`src/rtl/eebr_pkg.sv`:
```
package eebr_pkg;
    typedef enum logic [2:0] {
        ST_IDLE,
        ST_ACQUIRE,
        ST_SELECT,
        ST_SEND,
        ST_RECV,
        ST_GAP
    } eebr_state_e;

    // start bit followed by the read opcode, sent first bit leftmost
    localparam int unsigned CMD_BITS = 3;
    localparam logic [CMD_BITS-1:0] READ_CMD = 3'b110;
endpackage

```
`src/rtl/eebr_timer.sv`:
```
module eebr_timer #(
    parameter int unsigned W = 8
) (
    input  logic         clk,
    input  logic         rst_n,
    input  logic         load,
    input  logic [W-1:0] load_val,
    output logic         zero
);
    logic [W-1:0] cnt_q;

    always_ff @(posedge clk or negedge rst_n) begin
        if (!rst_n) begin
            cnt_q <= '0;
        end else if (load) begin
            cnt_q <= load_val;
        end else if (cnt_q != '0) begin
            cnt_q <= cnt_q - 1'b1;
        end
    end

    assign zero = (cnt_q == '0);
endmodule

```
`src/rtl/eebr_cmd_shift.sv`:
```
module eebr_cmd_shift #(
    parameter int unsigned W = 9
) (
    input  logic         clk,
    input  logic         rst_n,
    input  logic         load,
    input  logic [W-1:0] load_val,
    input  logic         shift,
    output logic         msb
);
    logic [W-1:0] sr_q;

    always_ff @(posedge clk or negedge rst_n) begin
        if (!rst_n) begin
            sr_q <= '0;
        end else if (load) begin
            sr_q <= load_val;
        end else if (shift) begin
            sr_q <= {sr_q[W-2:0], 1'b0};
        end
    end

    assign msb = sr_q[W-1];
endmodule

```
`src/rtl/eebr_rx_shift.sv`:
```
module eebr_rx_shift #(
    parameter int unsigned W = 16
) (
    input  logic         clk,
    input  logic         rst_n,
    input  logic         sample,
    input  logic         bit_in,
    output logic [W-1:0] word
);
    logic [W-1:0] sr_q;

    always_ff @(posedge clk or negedge rst_n) begin
        if (!rst_n) begin
            sr_q <= '0;
        end else if (sample) begin
            sr_q <= {sr_q[W-2:0], bit_in};
        end
    end

    assign word = sr_q;
endmodule

```
`src/rtl/eeprom_burst_reader.sv`:
```
module eeprom_burst_reader
    import eebr_pkg::*;
#(
    parameter int unsigned ADDR_W      = 6,
    parameter int unsigned DATA_W      = 16,
    parameter int unsigned HI_CYC      = 150,
    parameter int unsigned LO_CYC      = 50,
    parameter int unsigned GAP_CLKS    = 2,
    parameter int unsigned TIMEOUT_CYC = 200_000_000
) (
    input  logic              clk,
    input  logic              rst_n,
    input  logic              start_i,
    input  logic [ADDR_W-1:0] start_addr_i,
    input  logic [ADDR_W:0]   word_cnt_i,
    output logic              port_req_o,
    input  logic              port_gnt_i,
    output logic              ee_cs_o,
    output logic              ee_sk_o,
    output logic              ee_di_o,
    input  logic              ee_do_i,
    output logic              word_valid_o,
    output logic [DATA_W-1:0] word_data_o,
    output logic              done_o,
    output logic              err_o
);
    localparam int unsigned CNT_W     = ADDR_W + 1;
    localparam int unsigned SEND_BITS = CMD_BITS + ADDR_W;
    localparam int unsigned RECV_BITS = DATA_W + 1;
    localparam int unsigned PH_MAX    = (HI_CYC > LO_CYC) ? HI_CYC : LO_CYC;
    localparam int unsigned PH_W      = $clog2(PH_MAX + 1);
    localparam int unsigned TO_W      = $clog2(TIMEOUT_CYC + 1);
    localparam int unsigned BIT_W     = $clog2(SEND_BITS + RECV_BITS + GAP_CLKS + 1);

    eebr_state_e state_q, state_d;

    logic              sk_q, req_q, valid_q, done_q, err_q;
    logic [ADDR_W-1:0] addr_q, cmd_addr;
    logic [CNT_W-1:0]  left_q;
    logic [BIT_W-1:0]  bit_q, bits_now;

    logic in_bits, ph_zero, to_zero, last_bit;
    logic accept, zero_req, grant_ev, timeout_ev;
    logic rise_ev, bit_end, word_end, gap_end, burst_end, enter_sel;
    logic ph_load, cmd_msb;
    logic [PH_W-1:0] ph_val;

    // ---------------- event decode ----------------
    always_comb begin
        in_bits = (state_q == ST_SELECT) || (state_q == ST_SEND) ||
                  (state_q == ST_RECV)   || (state_q == ST_GAP);
        unique case (state_q)
            ST_SEND: bits_now = BIT_W'(SEND_BITS);
            ST_RECV: bits_now = BIT_W'(RECV_BITS);
            ST_GAP:  bits_now = BIT_W'(GAP_CLKS);
            default: bits_now = BIT_W'(1);
        endcase
        last_bit   = (bit_q == bits_now - 1'b1);
        accept     = (state_q == ST_IDLE) && start_i && (word_cnt_i != '0);
        zero_req   = (state_q == ST_IDLE) && start_i && (word_cnt_i == '0);
        grant_ev   = (state_q == ST_ACQUIRE) && port_gnt_i;
        timeout_ev = (state_q == ST_ACQUIRE) && !port_gnt_i && to_zero;
        rise_ev    = in_bits && !sk_q && ph_zero;
        bit_end    = in_bits && sk_q && ph_zero;
        word_end   = (state_q == ST_RECV) && bit_end && last_bit;
        gap_end    = (state_q == ST_GAP) && bit_end && last_bit;
        burst_end  = gap_end && (left_q == CNT_W'(1));
        enter_sel  = grant_ev || (gap_end && !burst_end);
        ph_load    = grant_ev || (in_bits && ph_zero);
        ph_val     = rise_ev ? PH_W'(HI_CYC - 1) : PH_W'(LO_CYC - 1);
        cmd_addr   = grant_ev ? addr_q : addr_q + 1'b1;
    end

    // ---------------- sub-blocks ----------------
    eebr_timer #(.W(PH_W)) u_phase_tmr (
        .clk      (clk),
        .rst_n    (rst_n),
        .load     (ph_load),
        .load_val (ph_val),
        .zero     (ph_zero)
    );

    eebr_timer #(.W(TO_W)) u_grant_tmr (
        .clk      (clk),
        .rst_n    (rst_n),
        .load     (accept),
        .load_val (TO_W'(TIMEOUT_CYC - 1)),
        .zero     (to_zero)
    );

    eebr_cmd_shift #(.W(SEND_BITS)) u_cmd (
        .clk      (clk),
        .rst_n    (rst_n),
        .load     (enter_sel),
        .load_val ({READ_CMD, cmd_addr}),
        .shift    ((state_q == ST_SEND) && bit_end),
        .msb      (cmd_msb)
    );

    eebr_rx_shift #(.W(DATA_W)) u_rx (
        .clk    (clk),
        .rst_n  (rst_n),
        .sample ((state_q == ST_RECV) && rise_ev),
        .bit_in (ee_do_i),
        .word   (word_data_o)
    );

    // ---------------- next state ----------------
    always_comb begin
        state_d = state_q;
        unique case (state_q)
            ST_IDLE:    if (accept) state_d = ST_ACQUIRE;
            ST_ACQUIRE: begin
                if (port_gnt_i)   state_d = ST_SELECT;
                else if (to_zero) state_d = ST_IDLE;
            end
            ST_SELECT:  if (bit_end) state_d = ST_SEND;
            ST_SEND:    if (bit_end && last_bit) state_d = ST_RECV;
            ST_RECV:    if (bit_end && last_bit) state_d = ST_GAP;
            ST_GAP:     if (gap_end) state_d = burst_end ? ST_IDLE : ST_SELECT;
            default:    state_d = ST_IDLE;
        endcase
    end

    // ---------------- state register ----------------
    always_ff @(posedge clk or negedge rst_n) begin
        if (!rst_n) state_q <= ST_IDLE;
        else        state_q <= state_d;
    end

    // ---------------- output and datapath registers ----------------
    always_ff @(posedge clk or negedge rst_n) begin
        if (!rst_n) begin
            sk_q    <= 1'b0;
            req_q   <= 1'b0;
            valid_q <= 1'b0;
            done_q  <= 1'b0;
            err_q   <= 1'b0;
            addr_q  <= '0;
            left_q  <= '0;
            bit_q   <= '0;
        end else begin
            valid_q <= word_end;
            done_q  <= zero_req || timeout_ev || burst_end;
            if (accept) begin
                req_q  <= 1'b1;
                err_q  <= 1'b0;
                addr_q <= start_addr_i;
                left_q <= word_cnt_i;
            end
            if (zero_req) err_q <= 1'b0;
            if (timeout_ev) begin
                req_q <= 1'b0;
                err_q <= 1'b1;
            end
            if (grant_ev) begin
                sk_q  <= 1'b0;
                bit_q <= '0;
            end
            if (in_bits && ph_zero) sk_q <= !sk_q;
            if (bit_end) bit_q <= last_bit ? '0 : bit_q + 1'b1;
            if (gap_end) begin
                left_q <= left_q - 1'b1;
                addr_q <= addr_q + 1'b1;
                if (burst_end) req_q <= 1'b0;
            end
        end
    end

    assign port_req_o   = req_q;
    assign ee_cs_o      = (state_q == ST_SELECT) || (state_q == ST_SEND) || (state_q == ST_RECV);
    assign ee_sk_o      = sk_q;
    assign ee_di_o      = (state_q == ST_SEND) && cmd_msb;
    assign word_valid_o = valid_q;
    assign done_o       = done_q;
    assign err_o        = err_q;
endmodule

```
`config.mk`:
```
export PLATFORM = sky130hd
export DESIGN_NAME = eeprom_burst_reader
export DESIGN_NICKNAME = d
export VERILOG_FILES = /design/src/rtl/eebr_pkg.sv /design/src/rtl/eebr_timer.sv /design/src/rtl/eebr_cmd_shift.sv /design/src/rtl/eebr_rx_shift.sv /design/src/rtl/eeprom_burst_reader.sv
export SDC_FILE = /design/constraint.sdc
export NUM_CORES = 1
export LEC_CHECK = 0
export BUFFER_PORTS_ARGS = -buffer_cell sky130_fd_sc_hd__buf_4
export CAP_MARGIN = 20
export CORE_ASPECT_RATIO = 2
export CORE_MARGIN = 2
export CORE_UTILIZATION = 53
export CTS_CLUSTER_SIZE = 40
export DETAILED_ROUTE_END_ITERATION = 8
export PLACE_DENSITY = 0.82
export SLEW_MARGIN = 20
export SYNTH_ARGS = -nofsm -noshare
export SYNTH_HDL_FRONTEND = slang
export SYNTH_HIERARCHICAL = 1
export SYNTH_SLANG_ARGS = --single-unit
```
`constraint.sdc`:
```
create_clock -name clk -period 4.4 [get_ports clk]
set_input_delay 0.44 -clock clk [delete_from_list [all_inputs] [get_ports clk]]
set_output_delay 0.44 -clock clk [all_outputs]
set_load 0.1 [all_outputs]
```
* Yosys cells after proc, flatten, opt, wreduce, memory -nomap -nowiden *
Cells that the tools add are included.

word-level totals
  input bits = 18
  logic and storage cells = 112
  bits in registers = 87

operators by class
  add/subtract/negate cells = 6
  mux-type cells = 34
  equal/unequal tests = 13
  reductions and logical operators = 46

operators with widths
  operator               count
  $mux 28                2
  $logic_not 28->1       1
  $reduce_bool 28->1     1
  $sub 28x1->28 const B  1
  $mux 8                 3
  $logic_and 1x1->1      21
  $mux 3                 7
  $mux 6                 3
  $mux 9                 2
  $pmux 3 s6             1
  $mux 5                 3
  $pmux 5 s3             1
  $mux 7                 2
  $reduce_bool 2->1      6
  $mux 1                 9
  $logic_not 8->1        1
  $reduce_bool 8->1      1
  $sub 8x1->8 const B    1
  $eq 7x1->1 const B     1
  $logic_not 7->1        1
  $logic_or 1x1->1       7
  $reduce_bool 7->1      1
  $sub 7x1->7 const B    1
  $add 6x1->6 const B    1
  14 further kinds       21

* Logic depth before layout (Yosys ltp) *
  word-level depth = 13
  depth in mapped cells = 14
  depth with buffers taken out = 10

* Cells and area by module *
The synthesis kept the hierarchy.

by module, submodules not included
  module                    area each (µm²)  instances  cells an instance  seq. area each (µm²)
  eeprom_burst_reader       1798.0           1          204                650.6
  eebr_timer (u_grant_tmr)  1746.7           1          187                700.7
  eebr_rx_shift             649.4            1          34                 400.4
  eebr_timer (u_phase_tmr)  476.7            1          54                 200.2
  eebr_cmd_shift            420.4            1          39                 225.2

* Worst setup path after synthesis *
Ideal clock, no wire load.

  path kind = reg-to-output
  from = register state_q[1]
  to = output ee_cs_o
  cell stages (with the launch flop) = 4
  arrival = 2.858 ns
  required time = 3.960 ns
  setup slack = 1.102 ns
  buffers on the path = 1
  cells stage by stage = dfrtp_1 buf_2 nand2b_1 o21ai_0

between the ends
  longest elaborated chain between the ends = 3
  elaborated cells between the ends (all ways) = 5
  those cells by class = eq/ne: 3; reduce/logical: 2

ends and longest elaborated chain
  element                   RTL line                    text
  start: declaration        eeprom_burst_reader.sv:35   eebr_state_e state_q, state_d;
  start signal: assignment  eeprom_burst_reader.sv:128  else state_q <= state_d;
  $eq 3x2->1                eeprom_burst_reader.sv:171  assign ee_cs_o = (state_q == ST_SELECT) || (state_q == ST_SEND) || (state_q == ST_RECV);
  $logic_or 1x1->1          eeprom_burst_reader.sv:171
  $logic_or 1x1->1 *        eeprom_burst_reader.sv:171
  end: declaration          eeprom_burst_reader.sv:18   output logic ee_cs_o,

Every way passes the cells marked *; elsewhere a longest branch is shown, timed or not.

* Worst setup path in the final report *
  from = register state_q[0]
  to = register u_cmd.sr_q[0]

between the ends
  longest elaborated chain between the ends = 13
  elaborated cells between the ends (all ways) = 24
  those cells by class = add/sub: 1; eq/ne: 6; mux: 3; reduce/logical: 14

ends and longest elaborated chain
  element                                                               RTL line                   text
  parallel branches: the longest is 11 deep, another holds $sub 5x1->5  n/a
  $logic_or 1x1->1 *                                                    eeprom_burst_reader.sv:68  enter_sel = grant_ev || (gap_end && !burst_end);
  named net enter_sel                                                   eeprom_burst_reader.sv:44  logic rise_ev, bit_end, word_end, gap_end, burst_end, enter_sel;
  $mux 9 / $reduce_bool 2->1 (equally long branches)                    n/a
  end signal: assignment                                                eebr_cmd_shift.sv:17       sr_q <= load_val;
  end signal: assignment                                                eebr_cmd_shift.sv:19       sr_q <= {sr_q[W-2:0], 1'b0};
  end: declaration                                                      eebr_cmd_shift.sv:11       logic [W-1:0] sr_q;

Mark *: on every way through the listed nets, which the timed path passes.
A chain may end at the register's enable or synchronous reset.

==> key figures <==
GRT
  – Largest net degree at the start of global routing: 88
  – GRT Util Overall: 0.234
  – Vias in the first global route: 4004
  – First-pass GRT wire length: 19.1 mm
  – Initial antenna violation count: 0
  – GRT overflow: 0

Setup path
  – Critical path class: reg2reg
  – CP peak stage delay: between 600 and 700 ps
  – R2r startpoint: state_q[0]
  – Cells along the critical path: and3b_1, inv_1, ha_1, xnor2_1, a221o_1, nor3_4, nand3_1, nand2_1, nand2b_1, o21ai_0
  – Arrival time worst endpoint: between 3000 and 4000 ps
  – CP startpoint kind: register
  – Crit path capture type: register
  – Req. time, crit path: between 4000 and 5000 ps
  – Critical path's slowest cell: dfrtp_1
  – R2R setup slack: between 1000 and 1500 ps
  – Crit Path Max Fanout: 19
  – Worst reg2reg path endpoint: u_cmd/sr_q[0]
  – R2R depth: 10

Timing
  – Worst clock skew: between 4 and 5 ps
  – Slew Viols, Final: 0
  – Fin Hold WS: between 100 and 150 ps
  – Final setup viols: 0
  – Worst-Margin Slew: a little over 1000 ps
  – Final-report hold violation count: 0
  – Unrepaired setup endpoints after global routing: no
  – Fin crit share: 0.705
  – Crit path time final: between 3000 and 4000 ps
  – Setup tns final: 0 ps
  – Fmax: approximately 320 MHz
  – Worst slew margin: 0.306

Yosys
  – Complex-gate fraction of the synthesized area: 0.174
  – Post-synth ARST share: 1.00
  – Syn_area_per_cell: 9.83 sq um
  – Mux contribution to synthesized area: 0.0782
  – Seq cells post-synth: 87
  – Xor/xnor share of the synthesized area: 0.0496
  – Mapped Area: around 5000 sq um
  – Post-synth EDFFs: 0
  – Largest family of logic cells by synthesized area: simple AND/OR/NAND/NOR gates
  – Simple-gate area share of the yosys netlist: 0.196
  – YS warnings: 6
  – Post-Syn Instances: slightly above 500
  – Post-Synth Adder-Cell Area: 0.0197
  – Seq/Total Area, Yosys: 0.428
  – Ys flop type: dfrtp_1
  – Netlist cell types: 74

Clock network
  – Skew-Pair Late Insertion Delay: approximately 340 ps
  – Total CTS buffers: 9
  – H-tree Lvls: 3
  – Worst-case clock buffer depth: 2
  – CTS root buf: clkbuf_16
  – CTS clk-pin slew, worst paths: 60 ps
  – CTS sink count: 87
  – Hold Buf Count CTS: 0
  – CTS tree: yes
  – PostCTS Resize Cnt: 0
  – Postcts setup bufs: 0

Routing
  – Residual DRC count: 0
  – DRT antenna net count: 0
  – Initial DRC Count: ~340
  – Overall routed net length: 11.4 mm
  – Via count of the routed design: 4088
  – Vias per cell: 5.98
  – Wirelength per Cell: between 15 and 20 microns
  – TritonRoute pass-1 iters: 6

Die
  – Io pins: between 40 and 50
  – Core outline area: ~9400 sq um
  – Die X: about 73 microns
  – Starting density of the core: 0.543
  – Row count: 50
  – Die height: 143 microns
  – Die area: around 10000 sq um

Power
  – Sw Pwr: roughly 1.2 mW
  – Sequential Power Share: 0.435
  – Worst VDD drop: a little over 0.4 mV
  – Clock share of power: 0.230
  – Power Dens Cells: 545 nW/um^2
  – Pleak: roughly 2.3 nW
  – Internal power: about 1.9 mW
  – Sw frac: 0.388
  – Comb pwr share: 0.335

Run
  – Max-Cap Viols: 0

Layout
  – Register Area: ~2200 sq um
  – Fill count: between 700 and 800
  – Multi-input gate area: roughly 2800 sq um
  – N_diodes: 0
  – Area Overhead vs Synth: 13.0%
  – Layout cells sized above 1: 0.174
  – Final net count: 601

Hold path
  – Hold Path Class: in2async

Run status
  – Status: finished clean

Place
  – Dpl hpwl: 7.92 mm
  – GP Congestion: 0.916
  – Port bufs: 40
## synthesized netlist by cell type (3+ instances only)
cell	number	area (sq um)
a21o_1	10	75.1
a21oi_1	13	65.1
a21oi_2	3	26.3
a221o_1	4	40.0
a221oi_1	3	26.3
a31oi_1	4	25.0
and3_1	4	25.0
buf_2	7	35.0
buf_4	3	22.5
buf_6	6	67.6
clkbuf_1	9	33.8
dfrtp_1	87	2180
ha_1	8	100
inv_1	17	63.8
mux2_2	10	113
mux2_4	11	165
mux2i_1	12	120
nand2_1	62	233
nand2b_1	7	43.8
nand3_1	20	100
nand4_1	3	18.8
nor2_1	20	75.1
nor2b_1	6	37.5
nor3_1	19	95.1
nor3b_1	3	22.5
nor4_1	6	37.5
o211ai_1	4	30.0
o21a_1	3	22.5
o21ai_0	18	90.1
o21ai_1	11	55.1
o21bai_1	5	37.5
o22ai_1	5	31.3
o31a_1	4	35.0
o31ai_1	18	135
o41ai_1	3	26.3
or2_2	5	31.3
or3_1	8	50.1
or4_1	7	52.6
xnor2_1	22	193
xor2_1	5	43.8
## worst max path at each step
stage	from	endpoint	slack (ps)	cells past startpoint
detailed placement	state_q[0]	u_cmd/sr_q[0]	1330	10
global placement	state_q[0]	u_cmd/sr_q[0]	1440	10
CTS	state_q[0]	u_cmd/sr_q[0]	1330	10
floorplan	state_q[1]	ee_cs_o	1100	3
finish	state_q[0]	u_cmd/sr_q[0]	1300	10
global route	state_q[0]	u_cmd/sr_q[0]	1060	10
## cells by family (layout without fill, tap and decap cells)
logic type               Yosys count  count (layout)
AO/OA/AOI/OAI                    125             125
XOR/XNOR                          28              28
adder cells (fa/ha/maj)            8               8
buffers and inverters             48              76
flip-flops                        87              87
multiplexers                      33              33
other                              2              36
AND/OR/NAND/NOR                  187             187
## state kept, by name (all words and copies together) (netlist names)
signal	cells
u_rx/word	16
left_q	7
u_cmd/sr_q	9
bit_q	5
port_req_o	1
err_o	1
ee_sk_o	1
done_o	1
u_phase_tmr/cnt_q	8
word_valid_o	1
state_q	3
addr_q	6
u_grant_tmr/cnt_q	28
## stage by stage
stage          cells  utilization  setup WS (ps)  area, sq um  total power [mW]
6_report         684        0.613           1300         5750              3.13
5_1_grt          684        0.613           1060         5750              3.34
4_1_cts          684        0.613           1330         5750              3.15
3_5_place_dp     668        0.582           1330         5460              2.40
3_3_place_gp     668        0.582           1440         5460              2.34
2_1_floorplan    552            -           1100         5220              2.14
## power by group through the flow
stage          Clock [mW]  Combinational [mW]  Sequential, mW
2_1_floorplan           0               0.818            1.32
3_3_place_gp            0               0.994            1.34
3_5_place_dp            0                1.04            1.36
4_1_cts             0.747                1.05            1.35
5_1_grt             0.776                1.16            1.41
6_report            0.721                1.05            1.36
## worst max-delay path: cells and delay by family, from the launching register on
family	cells	cell delay, ps
and+or+nand+nor	5	1410
DFF	1	660
AOI/OAI and AO/OA	2	400
adders and majority gates	1	280
xor gates and xnor gates	1	140
buffers and inverters	1	60
## cell usage in the layout (no fill, tap or decap), types with 8 or more instances in the layout
cell | netlist | final
nand3_1 | 20 | 20
o21ai_1 | 11 | 11
inv_1 | 17 | 17
buf_4 | 3 | 40
a21o_1 | 10 | 10
nor3_1 | 19 | 18
o21ai_0 | 18 | 18
nand2_1 | 62 | 62
a21oi_1 | 13 | 13
or3_1 | 8 | 8
dfrtp_1 | 87 | 87
mux2i_1 | 12 | 12
mux2_2 | 10 | 10
mux2_4 | 11 | 11
clkbuf_16 | 0 | 9
nor2_1 | 20 | 20
conb_1 | 2 | 36
xnor2_1 | 22 | 22
o31ai_1 | 18 | 18
ha_1 | 8 | 8
## layout make-up
cell class / count / area share
multi-input combinational: 417 / 0.483
timing repair buffer: 41 / 0.0542
sequential: 87 / 0.379
tap: 104 / 0.0226
clock buffer: 10 / 0.0415
clock inverter: 6 / 0.00783
inverter: 19 / 0.0124
## layer usage
layer | GRT usage | share of wire
met1 | 0.277 | 0.38
met2 | 0.408 | 0.56
met3 | 0.0361 | 0.037
met4 | 0.102 | 0.030
met5 | 0 | 0
Note: power is estimated with default switching activity, not from simulation.
